`src/rtl/fivefunc_alu_pkg.sv`:
```
package fivefunc_alu_pkg;

  localparam int unsigned ALU_W = 32;
  localparam int unsigned SEL_W = 3;

  typedef enum logic [SEL_W-1:0] {
    FN_AND = 3'b000,
    FN_OR  = 3'b001,
    FN_ADD = 3'b010,
    FN_SUB = 3'b110,
    FN_SLT = 3'b111
  } alu_fn_e;

  // one-bit full adder: {carry, sum}
  function automatic logic [1:0] full_add(input logic x, input logic y, input logic ci);
    full_add = {(x & y) | (ci & (x ^ y)), x ^ y ^ ci};
  endfunction

  // bit 2 of the select turns add into subtract
  function automatic logic wants_invert(input logic [SEL_W-1:0] sel);
    wants_invert = sel[2];
  endfunction

endpackage

```
`src/rtl/alu_operand_prep.sv`:
```
module alu_operand_prep #(
  parameter int unsigned W = 32
) (
  input  logic [W-1:0] b_in,
  input  logic         invert,
  output logic [W-1:0] b_eff,
  output logic         carry_in
);
  always_comb begin
    b_eff    = invert ? ~b_in : b_in;
    carry_in = invert;
  end
endmodule

```
`src/rtl/alu_ripple_adder.sv`:
```
module alu_ripple_adder
  import fivefunc_alu_pkg::*;
#(
  parameter int unsigned W = 32
) (
  input  logic [W-1:0] x,
  input  logic [W-1:0] y,
  input  logic         cin,
  output logic [W-1:0] sum
);
  logic [W:0] carry;
  assign carry[0] = cin;

  for (genvar i = 0; i < W; i++) begin : g_bit
    logic [1:0] fa;
    assign fa         = full_add(x[i], y[i], carry[i]);
    assign sum[i]     = fa[0];
    assign carry[i+1] = fa[1];
  end
endmodule

```
`src/rtl/alu_zero_detect.sv`:
```
module alu_zero_detect #(
  parameter int unsigned W     = 32,
  parameter int unsigned CHUNK = 8
) (
  input  logic [W-1:0] val,
  output logic         is_zero
);
  localparam int unsigned NCH = (W + CHUNK - 1) / CHUNK;
  localparam int unsigned PADW = NCH * CHUNK;

  logic [PADW-1:0] padded;
  logic [NCH-1:0]  chunk_any;

  assign padded = {{(PADW-W){1'b0}}, val};

  for (genvar c = 0; c < NCH; c++) begin : g_chunk
    assign chunk_any[c] = |padded[c*CHUNK +: CHUNK];
  end

  assign is_zero = ~|chunk_any;
endmodule

```
`src/rtl/fivefunc_alu.sv`:
```
module fivefunc_alu
  import fivefunc_alu_pkg::*;
(
  input  logic [31:0] op_a,
  input  logic [31:0] op_b,
  input  logic [2:0]  fsel,
  output logic [31:0] res_y,
  output logic        zero_o
);
  localparam int unsigned W = ALU_W;

  logic [W-1:0] b_eff;
  logic         carry_in;
  logic [W-1:0] sum_w;
  logic         slt_bit;
  logic [W-1:0] slt_word;

  alu_operand_prep #(.W(W)) u_prep (
    .b_in    (op_b),
    .invert  (wants_invert(fsel)),
    .b_eff   (b_eff),
    .carry_in(carry_in)
  );

  alu_ripple_adder #(.W(W)) u_add (
    .x  (op_a),
    .y  (b_eff),
    .cin(carry_in),
    .sum(sum_w)
  );

  assign slt_bit  = sum_w[W-1];
  assign slt_word = {{(W-1){1'b0}}, slt_bit};

  always_comb begin
    unique case (fsel[1:0])
      2'b00:   res_y = op_a & b_eff;
      2'b01:   res_y = op_a | b_eff;
      2'b10:   res_y = sum_w;
      default: res_y = slt_word;
    endcase
  end

  alu_zero_detect #(.W(W), .CHUNK(8)) u_zero (
    .val    (res_y),
    .is_zero(zero_o)
  );
endmodule

```
`config.mk`:
```
export PLATFORM = sky130hd
export DESIGN_NAME = fivefunc_alu
export DESIGN_NICKNAME = d
export VERILOG_FILES = /design/src/rtl/fivefunc_alu_pkg.sv /design/src/rtl/alu_operand_prep.sv /design/src/rtl/alu_ripple_adder.sv /design/src/rtl/alu_zero_detect.sv /design/src/rtl/fivefunc_alu.sv
export SDC_FILE = /design/constraint.sdc
export NUM_CORES = 1
export LEC_CHECK = 0
export ABC_AREA = 1
export BUFFER_PORTS_ARGS = -buffer_cell sky130_fd_sc_hd__buf_4
export CORE_ASPECT_RATIO = 0.7
export CORE_UTILIZATION = 50
export DETAILED_ROUTE_END_ITERATION = 6
export GPL_TIMING_DRIVEN = 1
export PLACE_DENSITY = 0.88
export SLEW_MARGIN = 15
export SYNTH_ARGS = -nofsm -noshare
export SYNTH_HDL_FRONTEND = slang
export SYNTH_HIERARCHICAL = 1
export SYNTH_SLANG_ARGS = --single-unit
```
`constraint.sdc`:
```
create_clock -name vclk -period 20.4
set_clock_uncertainty 0.05 [all_clocks]
set_input_delay 2.04 -clock vclk [all_inputs]
set_output_delay 2.04 -clock vclk [all_outputs]
set_load 0.1 [all_outputs]
```
== Word level (Yosys, flattened, before mapping) ==
Index checks and enable logic that the tools add are counted.

* Equality and inequality tests: 2
* Muxes and demuxes: 2
* Reduce and logical (&&, ||, !) cells: 3
* Bitwise gates (word level): 160

{| class="wikitable"
|+ Operators by type and width
! kind !! number
|-
| case mux 32 bit (3 select lines) || 1
|-
| bitwise XOR 1 bit || 64
|-
| bitwise AND 1 bit || 62
|-
| bitwise AND 32 bit || 1
|-
| 2-to-1 mux 32 bit || 1
|-
| inverter 32 bit || 1
|-
| bitwise OR 32 bit || 1
|-
| OR reduction 32 bit || 1
|-
| bitwise OR 1 bit || 31
|-
| == test 2 x 1 -> 1 bit, second input constant || 1
|-
| == test 2 bit, second input constant || 1
|-
| logical NOT 2 bit || 1
|-
| logical NOT 1 bit || 1
|}

* Output and inout bits: 33
* Bits of input ports: 67
* Register bits: 0
* Logic and storage cells: 167

== Longest topological paths before layout ==
Gate-level depths: netlist of run 1.

* Word-level depth: 69
* Mapped depth: 48
* Mapped depth without buffers: 46

== Modules after synthesis ==
The synthesis of run 1 kept the hierarchy.

{| class="wikitable"
|+ Modules (own cells, without submodules)
! module !! sequential area each (µm²) !! instances !! cells an instance !! area each (µm²)
|-
| fivefunc_alu || 0.0 || 1 || 148 || 690.7
|-
| alu_ripple_adder || 0.0 || 1 || 45 || 676.9
|-
| alu_operand_prep || 0.0 || 1 || 137 || 624.3
|-
| alu_zero_detect || 0.0 || 1 || 31 || 116.4
|}

== Worst setup path after synthesis of run 1 ==
No wires, ideal clock.

* Path kind: input -> output
* Start point: in fsel[2]
* End point: out zero_o
* Data arrival time: 17,012 ps
* Stages: 47
* Path buffers: 2
* Setup slack: 1,298 ps
* Cells stage by stage: buf_6 -> inv_8 -> buf_12 -> nand2_2 -> nand2_2 -> fa_1 -> fa_1 -> fa_1 -> fa_1 -> fa_1 -> fa_1 -> fa_1 -> fa_1 -> fa_1 -> fa_1 -> fa_1 -> fa_1 -> fa_1 -> [... 11 more ...] -> fa_1 -> fa_1 -> fa_1 -> fa_1 -> fa_1 -> fa_1 -> fa_1 -> fa_1 -> fa_1 -> nand2_1 -> nand2_1 -> nand3_1 -> nand4_1 -> nor2_1 -> nand2_1 -> nor2_1 -> nand2_1 -> nor2_1

* Longest elaborated chain between the ends: 68
* Elaborated cells on any way between the ends: 163
* Classes of those cells: 2 x mux; 159 x bitwise; 2 x reduce/logical

{| class="wikitable"
|+ RTL lines
! what !! RTL line !! RTL
|-
| start, declared || fivefunc_alu.sv:6 || <nowiki>input logic [2:0] fsel,</nowiki>
|-
| 2-to-1 mux 32 bit * || alu_operand_prep.sv:10 || <nowiki>b_eff = invert ? ~b_in : b_in;</nowiki>
|-
| named net b_eff[0] || fivefunc_alu.sv:12 || <nowiki>logic [W-1:0] b_eff;</nowiki>
|-
| bitwise XOR 1 bit || fivefunc_alu_pkg.sv:16 || <nowiki>full_add = {(x & y) | (ci & (x ^ y)), x ^ y ^ ci};</nowiki>
|-
| bitwise AND 1 bit || fivefunc_alu_pkg.sv:16 ||
|-
| bitwise OR 1 bit * || fivefunc_alu_pkg.sv:16 ||
|-
| bitwise AND 1 bit * || fivefunc_alu_pkg.sv:16 ||
|-
| bitwise OR 1 bit * || fivefunc_alu_pkg.sv:16 ||
|-
| bitwise AND 1 bit * || fivefunc_alu_pkg.sv:16 ||
|-
| [... 55 more ...] || -- ||
|-
| bitwise AND 1 bit * || fivefunc_alu_pkg.sv:16 ||
|-
| bitwise OR 1 bit * || fivefunc_alu_pkg.sv:16 ||
|-
| bitwise XOR 1 bit * || fivefunc_alu_pkg.sv:16 ||
|-
| named net sum_w[31] || fivefunc_alu.sv:14 || <nowiki>logic [W-1:0] sum_w;</nowiki>
|-
| case mux 32 bit (3 select lines) * || fivefunc_alu.sv:36 || <nowiki>unique case (fsel[1:0])</nowiki>
|-
| named net res_y[0] || fivefunc_alu.sv:7 || <nowiki>output logic [31:0] res_y,</nowiki>
|-
| OR reduction 32 bit * || alu_zero_detect.sv:20 || <nowiki>assign is_zero = ~|chunk_any;</nowiki>
|-
| logical NOT 1 bit * || alu_zero_detect.sv:20 ||
|-
| end, declared || fivefunc_alu.sv:8 || <nowiki>output logic zero_o</nowiki>
|}

The timed path passes the listed nets; every way through them passes the cells marked *.

== Worst setup path in the final report of run 1 ==
* Start point: in fsel[2]
* End point: out zero_o

* Longest elaborated chain between the ends: 68
* Elaborated cells on any way between the ends: 163
* Classes of those cells: 2 x mux; 159 x bitwise; 2 x reduce/logical

{| class="wikitable"
|+ RTL lines
! what !! RTL line
|-
| 2-to-1 mux 32 bit * || alu_operand_prep.sv:10
|-
| named net b_eff[0] || fivefunc_alu.sv:12
|-
| bitwise XOR 1 bit || fivefunc_alu_pkg.sv:16
|-
| bitwise AND 1 bit || fivefunc_alu_pkg.sv:16
|-
| bitwise OR 1 bit * || fivefunc_alu_pkg.sv:16
|-
| bitwise AND 1 bit * || fivefunc_alu_pkg.sv:16
|-
| bitwise OR 1 bit * || fivefunc_alu_pkg.sv:16
|-
| bitwise AND 1 bit * || fivefunc_alu_pkg.sv:16
|-
| [... 54 more ...] || --
|-
| bitwise OR 1 bit * || fivefunc_alu_pkg.sv:16
|-
| bitwise AND 1 bit * || fivefunc_alu_pkg.sv:16
|-
| bitwise OR 1 bit * || fivefunc_alu_pkg.sv:16
|-
| bitwise XOR 1 bit * || fivefunc_alu_pkg.sv:16
|-
| named net sum_w[31] || fivefunc_alu.sv:14
|-
| case mux 32 bit (3 select lines) * || fivefunc_alu.sv:36
|-
| OR reduction 32 bit * || alu_zero_detect.sv:20
|-
| logical NOT 1 bit * || alu_zero_detect.sv:20
|}

Marks and branches as above.

==> results by group, run 1 <==
Detailed routing
  • Avg WL per Cell: 11.9 um
  • Final ANT Viol Nets: 0
  • DRC viols: 0
  • Iter 0 DRT Violations: 207
  • Vias per cell: 5.22
  • Routed vias: 2589
  • Routed wire length: 5.90 mm
  • Router iterations before antenna repair: 5

Global routing
  • GRT overflow: 0
  • Largest net degree at the start of global routing: 35
  • First-pass GRT wire length: 9.63 mm
  • Vias in the first global route: 2214
  • Initial antenna violation count: 0
  • All-Layer GR Usage: 0.264

Floorplanning
  • Initial core utilization: 0.531
  • DIE AREA: 0.00448 mm^2
  • I/O pin cnt: 100
  • Core Region: 0.00397 mm^2
  • Die height: 56.3 um
  • Row cnt: 19
  • Die Span X: 79.6 um

Cells and area
  • Seq cells: 0
  • Sequential cell area: 0 um^2
  • FILL cells: 360
  • NumNets Final: 544
  • Finished Layout Cells: 496
  • Layout cell share with drive strength beyond 1: 0.270
  • Diode count: 0
  • Clock buffer count in the final layout: 0
  • Multi-input combinational cell area: 0.00180 mm^2
  • Layout area overhead: 32.5%

Clocking
  • # hold bufs at CTS: 0
  • Post-CTS setup buffer count: 0
  • Post-CTS resize count: 0

Timing
  • Tmin final: 18140 ps
  • Setup TNS: 0 ps
  • RSZ-0062 raised after global routing: false
  • Max-slew headroom: 0.275
  • Final hold violations: 0
  • Final setup violating endpoints: 0
  • Post-route clock period utilization: 0.889
  • Fin. max-slew vios: 0
  • Min Hold Slack: 4550 ps
  • Final setup margin: 2260 ps
  • Tightest Pin Transition: 1090 ps
  • Fmax: 0.0551 GHz

Power
  • Leakage power: 1.56 nW
  • Comb power frac: 1.000
  • VDD IR max: 34.6 uV
  • Power per Cell Area: 50.8 mW/mm^2
  • P_sw: 0.000104 W
  • Pwr Total: 0.000142 W
  • Sw Ratio: 0.734
  • Clk pwr share: 0
  • P_int: 0.0000377 W
  • Sequential share of power: 0

Place
  • Inst Count DP: 496
  • Final GP Congestion: 0.834
  • Buffers on Ports: 100
  • HPWL Detailed: 4.71 mm
  • Place WS: 2410 ps

Setup path
  • CP endpoint kind: output pin
  • CP required: 18310 ps
  • Crit-path leading delay family: adder cells
  • Crit path DAT: 16050 ps
  • Worst path bufs/invs: 5
  • Startpoint type of the worst setup path: input pin
  • CP max-delay cell: fa_1
  • Critical setup path kind: input pin to output pin
  • Crit path top cell by count: fa_1
  • Critical path origin: fsel[2]
  • CP Max Fanout: 34
  • CP max stage delay: 440 ps

Min path
  • Hold_sp: op_a[4]
  • Hold WC Path Type: input pin to output pin
  • Hold Crit Depth: 4
  • Hold Path End: res_y[4]

Flow run
  • Maxcap violations: 0

Logic synthesis
  • Synth Area per Inst: 5.84 um^2
  • Seq/Total Area, Yosys: 0
  • Mapped Cells: 361
  • Syn nets: 459
  • Yosys cell types: 17
  • Yosys Warn Count: 6
  • Synth Cell Area: 0.00211 mm^2

Run status
  • Status: finished, final reports clean
-- synth_stat cells --
| cell type | n | area [um^2] |
|---|---|---|
| buf_12 | 1 | 20.0 |
| buf_2 | 9 | 45.0 |
| buf_4 | 1 | 7.51 |
| buf_6 | 4 | 45.0 |
| clkbuf_8 | 2 | 27.5 |
| fa_1 | 31 | 621 |
| inv_1 | 43 | 161 |
| inv_2 | 2 | 7.51 |
| inv_8 | 1 | 11.3 |
| nand2_1 | 132 | 495 |
| nand2_2 | 14 | 87.6 |
| nand3_1 | 65 | 325 |
| nand4_1 | 1 | 6.26 |
| nor2_1 | 23 | 86.3 |
| nor2_2 | 1 | 6.26 |
| o21ai_0 | 26 | 130 |
| o21ai_1 | 5 | 25.0 |
-- logic make-up after synthesis --
| group | share of synthesized area |
|---|---|
| and+or+nand+nor | 0.478 |
| buffers and inverters | 0.154 |
| AOI/OAI and AO/OA | 0.0736 |
| adders and majority gates | 0.294 |
-- tightest hold or removal path, cell delays in order --
cell and delay [ps]:
buf_4 100, o21ai_1 50, nand3_1 80, buf_4 290
-- layout by cell type (no fill, tap or decap) --
master / count
buf_4: 100
fa_1: 31
inv_1: 43
inv_2: 2
inv_8: 1
nand2_1: 132
nand2_2: 14
nand3_1: 65
nand4_1: 1
nor2_1: 21
nor2_2: 1
nor2_4: 2
o21ai_0: 26
o21ai_1: 5
-- routing by layer --
layer	up-vias	GRT usage	part of all wire	wire (um)
met5	-	0	0	0
met4	0	0.0208	0.0085	50
met3	6	0.0195	0.074	437
met2	102	0.446	0.48	2860
met1	1188	0.383	0.43	2560
li1	1293	-	-	-
-- per-stage QoR --
step / util / cell area [um^2]
finish: 0.704 / 2790
global route: 0.704 / 2790
CTS: 0.701 / 2780
detailed placement: 0.701 / 2780
global placement: 0.701 / 2780
floorplan: - / 2110
-- final cells by class --
cell class                 instances  share of cell area
inverter                          46              0.0645
multi-input combinational        298               0.644
tap                               52              0.0233
timing repair buffer             100               0.269
-- worst max-delay path by stage --
stage	endpoint	slack, ps	cells past startpoint
after floorplan	zero_o	1300	47
after global placement	zero_o	2610	47
after detailed placement	zero_o	2410	47
after CTS	zero_o	2340	47
after global routing	zero_o	1710	47
final	zero_o	2260	47
-- power groups by stage --
stage / clock network (W) / registers, W / logic (W)
6_report: 0 / 0 / 0.000142
5_1_grt: 0 / 0 / 0.000152
4_1_cts: 0 / 0 / 0.000141
3_5_place_dp: 0 / 0 / 0.000141
3_3_place_gp: 0 / 0 / 0.000139
2_1_floorplan: 0 / 0 / 0.000107
No activity file was read; power rests on OpenSTA's default activity.
==> run 2, diff against run 1 <==
- CORE_UTILIZATION: 50 -> 25
- PLACE_DENSITY: 0.88 -> default
==> run 2 against run 1 <==
Compared with the run above:
- worst setup slack lost 64 ps
- highest routed layer unchanged
- die area grew 96%
- sequential share of layout area is the same
- count of clock-buffer cells in the layout is the same
- the run now ends with DRC left
==> results by group, run 2 (synthesis results as in run 1) <==
Floorplanning
  • I/O pin cnt: 100 (unchanged)
  • Core Region: 0.00801 mm^2 (+100%)
  • Die height: 78.8 um (+40%)
  • Die Span X: 112 um (+40%)
  • Initial core utilization: 0.263 (-0.268)
  • DIE AREA: 0.00881 mm^2 (+96%)
  • Row cnt: 27 (+8)

Timing
  • Final hold violations: 0 (unchanged)
  • Tightest Pin Transition: 716 ps (-370 ps)
  • Fin. max-slew vios: 0 (unchanged)
  • Max-slew headroom: 0.522 (+0.247)
  • Fmax: 0.0549 GHz (-0.35%)
  • Setup TNS: 0 ps (unchanged)
  • RSZ-0062 raised after global routing: false
  • Post-route clock period utilization: 0.892 (+0.00313)
  • Tmin final: 18200 ps (+63.9 ps)
  • Final setup violating endpoints: 0 (unchanged)

Setup path
  • Startpoint type of the worst setup path: input pin
  • Crit path top cell by count: fa_1
  • Critical path origin: fsel[2]
  • Crit path DAT: 16110 ps (+60 ps)
  • CP required: 18310 ps (about the same)
  • CP max-delay cell: fa_1
  • CP Max Fanout: 34 (unchanged)
  • CP max stage delay: 430 ps (about the same)
  • CP endpoint kind: output pin
  • Critical setup path kind: input pin to output pin

Clocking
  • Post-CTS resize count: 0 (unchanged)
  • Post-CTS setup buffer count: 0 (unchanged)
  • # hold bufs at CTS: 0 (unchanged)

Cells and area
  • Sequential cell area: 0 um^2 (unchanged)
  • NumNets Final: 545 (+0.18%)
  • FILL cells: 874 (+140%)
  • Clock buffer count in the final layout: 0 (unchanged)
  • Leading cell type in the layout, fill and taps excluded: nand2_1
  • Layout area overhead: 35.8%
  • Diode count: 0 (unchanged)
  • Layout cell share with drive strength beyond 1: 0.272 (+0.00164)
  • Most frequent cells in the layout: 132 x nand2_1, 101 x buf_4, 65 x nand3_1
  • Seq cells: 0 (unchanged)

Detailed routing
  • Routed wire length: 6.58 mm (+12%)
  • Router iterations before antenna repair: 6 (+1)
  • DRC viols: 4 (+4)
  • Vias per cell: 4.55 (-13%)
  • Final ANT Viol Nets: 0 (unchanged)
  • Avg WL per Cell: 12.1 um (+1.3%)
  • Routed vias: 2486 (-4.0%)
  • Iter 0 DRT Violations: 96 (-54%)

Global routing
  • First-pass GRT wire length: 11.0 mm (+14%)
  • GRT overflow: 0 (unchanged)
  • Vias in the first global route: 2343 (+5.8%)
  • All-Layer GR Usage: 0.150 (-0.114)
  • Initial antenna violation count: 0 (unchanged)
  • Largest net degree at the start of global routing: 35 (unchanged)

Power
  • VDD IR max: 35.1 uV (+1.2%)
  • Power per Cell Area: 50.0 mW/mm^2 (-1.7%)
  • Pwr Total: 0.000143 W (+0.73%)
  • Leakage power: 1.57 nW (+0.33%)

Min path
  • Hold WC Path Type: input pin to output pin
  • Hold_sp: op_a[21]

Flow run
  • Maxcap violations: 0 (unchanged)

Place
  • Buffers on Ports: 100 (unchanged)
  • Final GP Congestion: 0.867 (+3.9%)
  • HPWL Detailed: 5.41 mm (+15%)

Run status
  • Failing checks: DRC
  • Status: finished with violations
[run 2: changes by cell type in the layout (fill, tap and decap cells not counted)]
cell / before / now
buf_4: 100 / 101
[run 2: final timing paths]
| check | endpoint | depth (start not counted) |
|---|---|---|
| max | zero_o | 47 |
| min | res_y[21] | 4 |
[run 2: per-layer routing]
metal	vias up	track usage	routed length [um]
li1	1294	-	-
met1	1118	0.212	3090
met5	-	0	0
met2	70	0.250	3040
met3	4	0.0176	400
met4	0	0.0189	50
[run 2: cell type report]
cell class | count | area (um^2) | area share
inverter | 46 | 180 | 0.0629
multi-input combinational | 298 | 1800 | 0.628
tap | 101 | 126 | 0.0441
timing repair buffer | 101 | 758 | 0.265
[run 2: where the power goes]
part | switching, W | total, W | internal (W)
clock | 0 | 0 | 0
combinational | 0.000105 | 0.000143 | 0.0000381
sequential | 0 | 0 | 0
total | 0.000105 | 0.000143 | 0.0000381
[run 2: worst max-delay path: cells and delay by family]
kind	cells	cell delay, ps
adders and majority gates	31	12080
and+or+nand+nor	11	1010
buffers and inverters	5	930
[run 2: through the flow]
step | cells | worst slack, ps | utilization | cell area (um^2) | hold slack [ps]
floorplan | 361 | 1300 | - | 2110 | 4780
global placement | 546 | 2490 | 0.356 | 2850 | 4550
detailed placement | 546 | 2250 | 0.356 | 2850 | 4550
CTS | 546 | 2220 | 0.356 | 2850 | 4550
global route | 546 | 1540 | 0.358 | 2860 | 4580
finish | 546 | 2200 | 0.358 | 2860 | 4550
==> run 3, diff against run 2 <==
- BUFFER_PORTS_ARGS: -buffer_cell sky130_fd_sc_hd__buf_4 -> default
- DONT_BUFFER_PORTS: default -> 1
==> run 3 against run 2 <==
Compared with the run above:
- cell count is 18% lower
- die area stayed put
- total power shrank 19%
- worst setup slack got worse by 410 ps
- the run still ends with DRC left
- combinational power is 20% lower
==> results by group, run 3 (synthesis results as in run 1) <==
Global routing
  • GRT overflow: 0 (unchanged)
  • Vias in the first global route: 2191 (-6.5%)
  • Initial antenna violation count: 0 (unchanged)
  • First-pass GRT wire length: 10.5 mm (-4.7%)
  • Largest net degree at the start of global routing: 35 (unchanged)
  • All-Layer GR Usage: 0.145 (-0.00500)

Timing
  • RSZ-0062 raised after global routing: false
  • Fin. max-slew vios: 0 (unchanged)
  • Max-slew headroom: 0.265 (-0.256)
  • Setup TNS: 0 ps (unchanged)
  • Final hold violations: 0 (unchanged)
  • Final setup violating endpoints: 0 (unchanged)
  • Tmin final: 18610 ps (+411 ps)
  • Fmax: 0.0537 GHz (-2.2%)
  • Tightest Pin Transition: 1100 ps (+383 ps)
  • Final setup margin: 1790 ps (-411 ps)
  • Post-route clock period utilization: 0.912 (+0.0201)

Setup path
  • Worst path bufs/invs: 4 (-1)
  • Crit-path leading delay family: adder cells
  • CP max stage delay: 780 ps (+350 ps)
  • CP required: 18310 ps (about the same)
  • Crit path top cell by count: fa_1
  • Startpoint type of the worst setup path: input pin
  • CP max-delay cell: nand3_1
  • CP endpoint kind: output pin
  • CP Max Fanout: 34 (unchanged)
  • Crit path DAT: 16520 ps (+410 ps)
  • Critical setup path kind: input pin to output pin

Detailed routing
  • Avg WL per Cell: 13.9 um (+15%)
  • DRC viols: 4 (unchanged)
  • Routed vias: 2178 (-12%)
  • Final ANT Viol Nets: 0 (unchanged)
  • Iter 0 DRT Violations: 104 (+8.3%)
  • Router iterations before antenna repair: 6 (unchanged)
  • Vias per cell: 4.85 (+6.5%)
  • Routed wire length: 6.23 mm (-5.3%)

Cells and area
  • Diode count: 0 (unchanged)
  • NumNets Final: 448 (-18%)
  • Layout area overhead: 1.13%
  • Post-layout util: 0.266 (-0.0913)
  • Layout cell share with drive strength beyond 1: 0.0718 (-0.200)
  • Clock buffer count in the final layout: 0 (unchanged)
  • Most frequent cells in the layout: 132 x nand2_1, 65 x nand3_1, 43 x inv_1
  • Seq cells: 0 (unchanged)
  • Leading cell type in the layout, fill and taps excluded: nand2_1
  • Sequential cell area: 0 um^2 (unchanged)

Power
  • P_sw: 0.0000954 W (-9.0%)
  • Power per Cell Area: 54.2 mW/mm^2 (+8.4%)
  • VDD IR max: 17.5 uV (-50%)
  • Pwr Total: 0.000115 W (-19%)
  • Comb power frac: 1.000 (about the same)
  • P_int: 0.0000201 W (-47%)
  • Sequential share of power: 0 (unchanged)
  • Clk pwr share: 0 (unchanged)
  • Sw Ratio: 0.826 (+0.0928)
  • Leakage power: 1.10 nW (-30%)

Floorplanning
  • Core Region: 0.00801 mm^2 (unchanged)
  • Row cnt: 27 (unchanged)
  • DIE AREA: 0.00881 mm^2 (unchanged)
  • I/O pin cnt: 100 (unchanged)
  • Die height: 78.8 um (unchanged)
  • Initial core utilization: 0.263 (unchanged)
  • Die Span X: 112 um (unchanged)

Min path
  • Hold WC Path Type: input pin to output pin

Place
  • Place WS: 1770 ps (-484 ps)
  • Buffers on Ports: 0 (-100%)
  • Final GP Congestion: 0.781 (-9.8%)
  • HPWL Detailed: 5.02 mm (-7.2%)

Flow run
  • Maxcap violations: 0 (unchanged)

Clocking
  • Post-CTS setup buffer count: 0 (unchanged)
  • # hold bufs at CTS: 0 (unchanged)
  • Post-CTS resize count: 0 (unchanged)

Run status
  • Failing checks: DRC
  • Status: finished with violations
-- run 3: cell count changes in the layout (fill, tap and decap cells not counted) --
cell    previous run  this run
nor2_1            21        20
nor2_4             2         1
buf_4            101         4
nor2_2             1         3
-- run 3: power groups by stage --
| stage | Sequential, W | Combinational (W) | Clock, W |
|---|---|---|---|
| after floorplan | 0 | 0.000107 | 0 |
| after global placement | 0 | 0.000114 | 0 |
| after detailed placement | 0 | 0.000116 | 0 |
| after CTS | 0 | 0.000116 | 0 |
| after global routing | 0 | 0.000125 | 0 |
| final | 0 | 0.000115 | 0 |
-- run 3: metrics by stage --
step	area [um^2]	cells	hold slack (ps)
3_5_place_dp	2130	449	4440
4_1_cts	2130	449	4440
5_1_grt	2130	449	4470
2_1_floorplan	2110	361	4780
3_3_place_gp	2130	449	4430
6_report	2130	449	4440
-- run 3: final timing paths --
check,start,endpoint,slack (ps),cells past startpoint
max,fsel[2],zero_o,1790,46
min,fsel[1],res_y[0],4440,3
-- run 3: layer usage --
metal	global-route usage	vias up	share of wire
li1	-	1099	-
met1	0.193	1002	0.44
met2	0.247	73	0.44
met3	0.0336	4	0.11
met4	0.0108	0	0.0074
met5	0	-	0
-- run 3: layout make-up --
class | instances | area (um^2)
fillers | 876 | 5870
inverters | 46 | 180
multi-input cells | 298 | 1800
well taps | 101 | 126
repair buffers | 4 | 30.0
